$ cat src/rtl/peci_reg_stub.sv
module peci_reg_stub #(
  parameter int ADDR_W    = 12,
  parameter int NUM_WORDS = 16,
  parameter logic [31:0] CC_OK = 32'h40
) (
  input  logic              clk_i,
  input  logic              rst_ni,
  input  logic [ADDR_W-1:0] addr_i,
  input  logic [31:0]       wdata_i,
  input  logic              wr_en_i,
  input  logic              rd_en_i,
  output logic [31:0]       rdata_o,
  output logic              irq_o
);
  localparam int IDX_W   = $clog2(NUM_WORDS);
  localparam int SPAN    = NUM_WORDS * 4;
  localparam int CMD_IDX = 2;
  localparam int IEN_IDX = 6;
  localparam int STS_IDX = 7;
  localparam int TXD_IDX = 8;
  localparam int RXD_IDX = 12;

  logic [31:0] mem [NUM_WORDS];
  logic [31:0] sts, ien, sts_nxt;
  logic [IDX_W-1:0] idx;
  logic in_win, wr_cmd, wr_sts, fire_ok;

  assign idx     = addr_i[IDX_W+1:2];
  assign in_win  = addr_i < ADDR_W'(SPAN);
  assign sts     = mem[STS_IDX];
  assign ien     = mem[IEN_IDX];
  assign wr_cmd  = wr_en_i && in_win && idx == IDX_W'(CMD_IDX);
  assign wr_sts  = wr_en_i && in_win && idx == IDX_W'(STS_IDX);
  assign fire_ok = wr_cmd && wdata_i[0] && sts == '0;

  always_comb begin
    sts_nxt = sts;
    if (fire_ok)     sts_nxt = ien & 32'h1;
    else if (wr_sts) sts_nxt = sts & ~wdata_i;
  end

  always_ff @(posedge clk_i) begin
    if (!rst_ni) begin
      for (int i = 0; i < NUM_WORDS; i++) mem[i] <= '0;
      irq_o <= 1'b0;
    end else begin
      if (wr_en_i && in_win && !wr_cmd && !wr_sts) mem[idx] <= wdata_i;
      if (fire_ok) begin
        mem[TXD_IDX] <= CC_OK;
        mem[RXD_IDX] <= CC_OK;
      end
      mem[STS_IDX] <= sts_nxt;
      irq_o        <= |sts_nxt;
    end
  end

  assign rdata_o = (rd_en_i && in_win && idx != IDX_W'(CMD_IDX)) ? mem[idx] : '0;
endmodule

$ cat config.mk
export PLATFORM = sky130hd
export DESIGN_NAME = peci_reg_stub
export DESIGN_NICKNAME = d
export VERILOG_FILES = /design/src/rtl/peci_reg_stub.sv
export SDC_FILE = /design/constraint.sdc
export NUM_CORES = 1
export LEC_CHECK = 0
export CORE_ASPECT_RATIO = 1.25
export CORE_MARGIN = 10
export CORE_UTILIZATION = 55
export CTS_BUF_LIST = sky130_fd_sc_hd__clkbuf_4
export DETAILED_ROUTE_END_ITERATION = 16
export DONT_BUFFER_PORTS = 1
export HOLD_SLACK_MARGIN = 0.12
export PLACE_DENSITY = 0.82
export RECOVER_POWER = 50
export SKIP_LAST_GASP = 1
export SYNTH_ARGS = -nofsm -noshare
export SYNTH_HDL_FRONTEND = slang
export SYNTH_SLANG_ARGS = --single-unit
$ cat constraint.sdc
create_clock -name clk_i -period 6.5 [get_ports clk_i]
set_clock_uncertainty 0.1 [all_clocks]
set_input_delay 1.625 -clock clk_i [delete_from_list [all_inputs] [get_ports clk_i]]
set_output_delay 1.625 -clock clk_i [all_outputs]
set_load 0.1 [all_outputs]
# --- After elaboration in Yosys (flattened, before gate mapping) ---
# Memories as Yosys holds them, arrays and structs flattened.
# Index checks and enable logic that the tools add are counted.
op_classes:
  order_cmp: 1
  n_eq_ne: 3
  n_mux: 17
  bitwise_logic: 5
  n_reduce_logical: 14
ops:
  columns: ["cell", "n"]
  rows:
  - ["2-to-1 mux 32 bit", 7]
  - ["OR reduction 32 bit", 2]
  - ["AND 32 bit", 1]
  - ["logical NOT 32 bit", 1]
  - ["inverter 32 bit", 1]
  - ["less-than comparator 12 x 7 -> 1 bit, second input constant", 1]
  - ["logical AND 1 bit", 9]
  - ["2-to-1 mux 1 bit", 9]
  - ["== test 4 x 2 -> 1 bit, second input constant", 1]
  - ["== test 4 x 3 -> 1 bit, second input constant", 1]
  - ["2-to-1 mux 4 bit", 1]
  - ["inequality test 4 x 2 -> 1 bit, second input constant", 1]
  - ["bitwise OR 1 bit", 3]
  - ["logical NOT 1 bit", 2]
totals:
  ff_bits: 1
  mem_bits_rw: 512
  in_bits: 48
  out_inout_bits: 33
  elab_cells: 42
  memories: 1
memory_table:
  columns: ["memory", "depth", "word_bits", "read_ports", "rd_clocked_by_memory_dff", "write_ports", "line_no", "text"]
  rows:
  - ["mem", 16, 32, 3, 0, 16, "23", "logic [31:0] mem [NUM_WORDS];"]

# --- Depth between registers and ports, before layout ---
logic_depth:
  word_depth: 11
  depth_mapped: 8

# --- Least setup slack after synthesis ---
# OpenSTA, ideal clock, no wires.
synth_timing:
  path_kind: "input-to-output"
  from: "input addr_i[3]"
  to: "output rdata_o[10]"
  arrival_ps: 4234
  required_time_ps: 4775
  slack_ps: 541
  stages: 6
  path_buffers: 3
  cell_sequence: "buf_2 > clkbuf_1 > clkbuf_1 > mux4_2 > mux4_2 > nor2b_1"
synth_between:
  elab_chain_cells: 4
  word_cells_on_any_way: 6
synth_rtl:
  columns: ["element", "line_no", "text"]
  rows:
  - ["start: declaration", "8", "input logic [ADDR_W-1:0] addr_i,"]
  - ["less-than comparator 12 x 7 -> 1 bit", "29", "assign in_win = addr_i < ADDR_W'(SPAN);"]
  - ["logical AND 1 bit (2 in a row)", "57", "assign rdata_o = (rd_en_i && in_win && idx != IDX_W'(CMD_IDX)) ? mem[idx] : '0;"]
  - ["2-to-1 mux 32 bit *", "57", null]
  - ["end: declaration", "12", "output logic [31:0] rdata_o,"]
# Mark *: on every way between the ends. The rest lies on a longest branch, timed or not.

==> results.sh <==
export IMPL_worstSetupPathType="in2reg"
export IMPL_grt_overflow_total=0
export IMPL_critical_path_cell_chain="nor3b_1 > clkbuf_1 > nand4_1 > clkbuf_1 > o21ai_4 > clkbuf_1"
export IMPL_drt_first_pass_iters=5
export IMPL_largest_net_degree_at_the_start_of_global_routing=137
export IMPL_first_global_vias=14259
export IMPL_setup_viol_count_final=0
export IMPL_floorplan_initialDensity_pct=56.0
export IMPL_cp_top_family="buffers and inverters"
export IMPL_post_cts_hold_buffer_count=0
export IMPL_r2r_end="mem[12][18]"
export IMPL_critical_path_required_ns=6.82
export IMPL_area_growth_syn_to_layout_pct=11.0
export IMPL_avgRoutedWirePerCell_um=25.9
export IMPL_finalWeightedCongestion=0.850
export IMPL_crit_path_max_fanout=24
export IMPL_peakVddDrop_v=0.000148
export IMPL_mappedNetlistArea_mm2=0.0231
export IMPL_p_leak_uw=0.00872
export IMPL_hold_path_startpoint="mem[7][1]"
export IMPL_synth_distinct_cells=33
export IMPL_layout_worst_path_cycle_share_pct=87.0
export IMPL_register_to_register_setup_slack_ns=2.94
export IMPL_tritoncts_num_sinks=513
export IMPL_antenna_found_initial=3
export IMPL_drive_above_1_share_pct=27.5
export IMPL_synthesis_instances=1441
export IMPL_violations_in_the_final_reports="capacitance limit, slew limit"
export IMPL_detailed_place_hpwl_mm=33.0
export IMPL_worst_pin_slew_ns=2.41
export IMPL_floorplan_io_pins=81
export IMPL_worst_r2r_startpoint="mem[7][4]"
export IMPL_ys_warnings_count=0
export IMPL_cp_max_stage_cell="sky130_fd_sc_hd__clkbuf_1"
export IMPL_ys_dominant_reg_cell="sky130_fd_sc_hd__edfxtp_1"
export IMPL_drv_slew=272
export IMPL_hold_ws_ns=0.429
export IMPL_worst_path_stages=6
export IMPL_cts_clk_slew_worst_paths_ns=0.07
export IMPL_core_region_area_mm2=0.0412
export IMPL_vias=13361
export IMPL_tritoncts_num_buffers=120
export IMPL_cts_setup_buffers=0
export IMPL_post_route_drc_count=0
export IMPL_number_of_fill_cells_in_the_layout=2926
export IMPL_max_clock_path_buffers=3
export IMPL_route_final_wire_length_mm=56.7
export IMPL_timing_slew_headroom_pct=-61.0
export IMPL_rr_worst_depth=5
export IMPL_cts_tree="yes"
export IMPL_synth_edff_count=480
export IMPL_place_detailed_instances=1959
export IMPL_port_buffer_count=0
export IMPL_power_density_mw_per_mm2=268
export IMPL_fp_row_count=83
export IMPL_clk_latency_ns=0.89
export IMPL_endpoint_kind="register"
export IMPL_wire_length_of_the_first_global_routing_pass_mm=86.0
export IMPL_synth_seq_area_share_pct=65.3
export IMPL_timing_hold_worst_path_depth=1
export IMPL_synth_area_per_cell_um2=16.0
export IMPL_cp_common_cell="sky130_fd_sc_hd__clkbuf_1"
export IMPL_cpPeakStageDelay_ns=1.34
export IMPL_final_setup_tns_ns=0
export IMPL_async_flop_share_pct=0
export IMPL_fmax_mhz=177
export IMPL_antenna_violating_nets_post_route=0
export IMPL_drt_initial_drc_count=1380
export IMPL_report_final_hold_viol_count=0
export IMPL_min_delay_path_class="reg2reg"
export IMPL_die_y_um=249
export IMPL_timing_hold_worst_endpoint="mem[7][1]"
export IMPL_setup_worst_path_start_class="input port"
export IMPL_rsz0062_at_grt="false"
export IMPL_post_cts_sizing_count=0
export IMPL_fp_dieW_um=203
export IMPL_vias_per_cell=6.11
export IMPL_grt_usage_pct=22.5
export IMPL_synthesis_stage_register_bit_count=513
export IMPL_status="finished with violations"
export IMPL_finish_net_count=1577
export IMPL_worstPathArrival_ns=5.98
export IMPL_cap_viol_max_count=10
export IMPL_cp_num_buf_inv=3
export IMPL_floorplan_die_area_mm2=0.0506
export IMPL_instances_no_fill=2187
export IMPL_ctsHtreeMaxLevel=3
export IMPL_root_buffer="sky130_fd_sc_hd__clkbuf_4"
export IMPL_period_needed_ns=5.66
[cell usage in the layout, fill, tap and decap left out, types with 2 or more instances in the layout]
cell,count
sky130_fd_sc_hd__edfxtp_1,480
sky130_fd_sc_hd__and2_1,265
sky130_fd_sc_hd__clkbuf_4,178
sky130_fd_sc_hd__mux4_2,160
sky130_fd_sc_hd__and2_0,131
sky130_fd_sc_hd__nor3_1,51
sky130_fd_sc_hd__buf_4,48
sky130_fd_sc_hd__clkinv_1,36
sky130_fd_sc_hd__dfxtp_1,33
sky130_fd_sc_hd__nor2b_2,32
sky130_fd_sc_hd__conb_1,32
sky130_fd_sc_hd__and3_1,25
sky130_fd_sc_hd__nand4_1,23
sky130_fd_sc_hd__nor2_1,17
sky130_fd_sc_hd__nand2_1,17
sky130_fd_sc_hd__clkbuf_1,15
sky130_fd_sc_hd__nor4_1,12
sky130_fd_sc_hd__a22oi_1,10
sky130_fd_sc_hd__inv_1,9
sky130_fd_sc_hd__o21ai_4,9
sky130_fd_sc_hd__nand3_1,5
sky130_fd_sc_hd__o21ai_0,5
sky130_fd_sc_hd__nor2_2,5
sky130_fd_sc_hd__diode_2,4
sky130_fd_sc_hd__bufinv_16,4
sky130_fd_sc_hd__a22o_1,3
sky130_fd_sc_hd__nand2b_1,2
sky130_fd_sc_hd__a41o_1,2
sky130_fd_sc_hd__nand3b_1,2
sky130_fd_sc_hd__or3_2,2
sky130_fd_sc_hd__nand4b_1,2
sky130_fd_sc_hd__clkinv_2,2
sky130_fd_sc_hd__clkinvlp_4,2
[sequential cells by signal, summed over array words and instances (netlist names)]
register  cells
irq_o         1
mem         512
[layer usage]
metal  vias up  wire length, µm  track usage, %
met5         -               23               0
met4         4             1650            9.09
met3       136             5450            5.86
met2       747            29700            38.4
met1      6791            19900            26.5
li1       5683                -               -
[area by class of cell]
| type | count | area, µm² | share of cell area (%) |
|---|---|---|---|
| flip-flops and latches | 513 | 15100 | 58.9 |
| inverters | 9 | 33.8 | 0.132 |
| diodes | 4 | 10.0 | 0.0391 |
| clock inverters | 46 | 293 | 1.14 |
| multi-input cells | 822 | 7750 | 30.3 |
| clock buffers | 178 | 1340 | 5.22 |
| well taps | 552 | 691 | 2.70 |
| repair buffers | 63 | 417 | 1.63 |
[kinds of logic (layout without fill, tap and decap cells)]
kind of cell | Yosys count | count (layout) | share of synthesized area, %
AO/OA/AOI/OAI | 32 | 32 | 0.927
buffers and inverters | 137 | 296 | 2.36
multiplexers | 160 | 160 | 15.6
flip-flops | 513 | 513 | 65.3
AND/OR/NAND/NOR | 598 | 598 | 15.7
other | 1 | 36 | 0.0163
[worst max path at each step]
stage	start	to	slack, ns
floorplan	addr_i[3]	rdata_o[10]	0.54
global placement	addr_i[11]	rdata_o[8]	1.55
detailed placement	addr_i[11]	rdata_o[22]	1.50
CTS	addr_i[11]	rdata_o[22]	1.50
global route	addr_i[7]	mem[11][19]	0.71
finish	addr_i[7]	mem[15][15]	0.84
[Yosys cell counts (15+ instances only)]
| library cell | n | area [µm²] |
|---|---|---|
| sky130_fd_sc_hd__clkbuf_1 | 102 | 383 |
| sky130_fd_sc_hd__nand4_1 | 23 | 144 |
| sky130_fd_sc_hd__nand2_1 | 17 | 63.8 |
| sky130_fd_sc_hd__and2_1 | 396 | 2480 |
| sky130_fd_sc_hd__dfxtp_1 | 33 | 661 |
| sky130_fd_sc_hd__mux4_2 | 160 | 3600 |
| sky130_fd_sc_hd__buf_2 | 22 | 110 |
| sky130_fd_sc_hd__and3_1 | 25 | 156 |
| sky130_fd_sc_hd__nor2b_1 | 33 | 206 |
| sky130_fd_sc_hd__o21ai_0 | 15 | 75.1 |
| sky130_fd_sc_hd__nor2_1 | 19 | 71.3 |
| sky130_fd_sc_hd__edfxtp_1 | 480 | 14400 |
| sky130_fd_sc_hd__nor3_1 | 51 | 255 |
[metrics by stage]
| stage | area, µm² | setup slack (ns) | util [%] | power [µW] |
|---|---|---|---|---|
| after floorplan | 23200 | 0.541 | - | 4180 |
| after global placement | 24100 | 1.55 | 58.4 | 4220 |
| after detailed placement | 24100 | 1.50 | 58.4 | 4240 |
| after CTS | 25700 | 1.50 | 62.4 | 6890 |
| after global routing | 25600 | 0.712 | 62.1 | 7090 |
| final | 25600 | 0.844 | 62.1 | 6860 |
[worst register-to-register path, stage by stage, from the launching register on]
cell                       delay, ns
sky130_fd_sc_hd__dfxtp_1        0.38
sky130_fd_sc_hd__nor4b_1        0.64
sky130_fd_sc_hd__nand4_1        0.27
sky130_fd_sc_hd__nor4_4         0.31
sky130_fd_sc_hd__clkbuf_1       0.45
sky130_fd_sc_hd__or3_2          0.98
[power breakdown]
part           total (µW)  internal (µW)  switching (µW)
combinational         364            195             169
sequential           3800           3760            41.9
clock                2700           1410            1280
(Power assumes the default switching activity.)
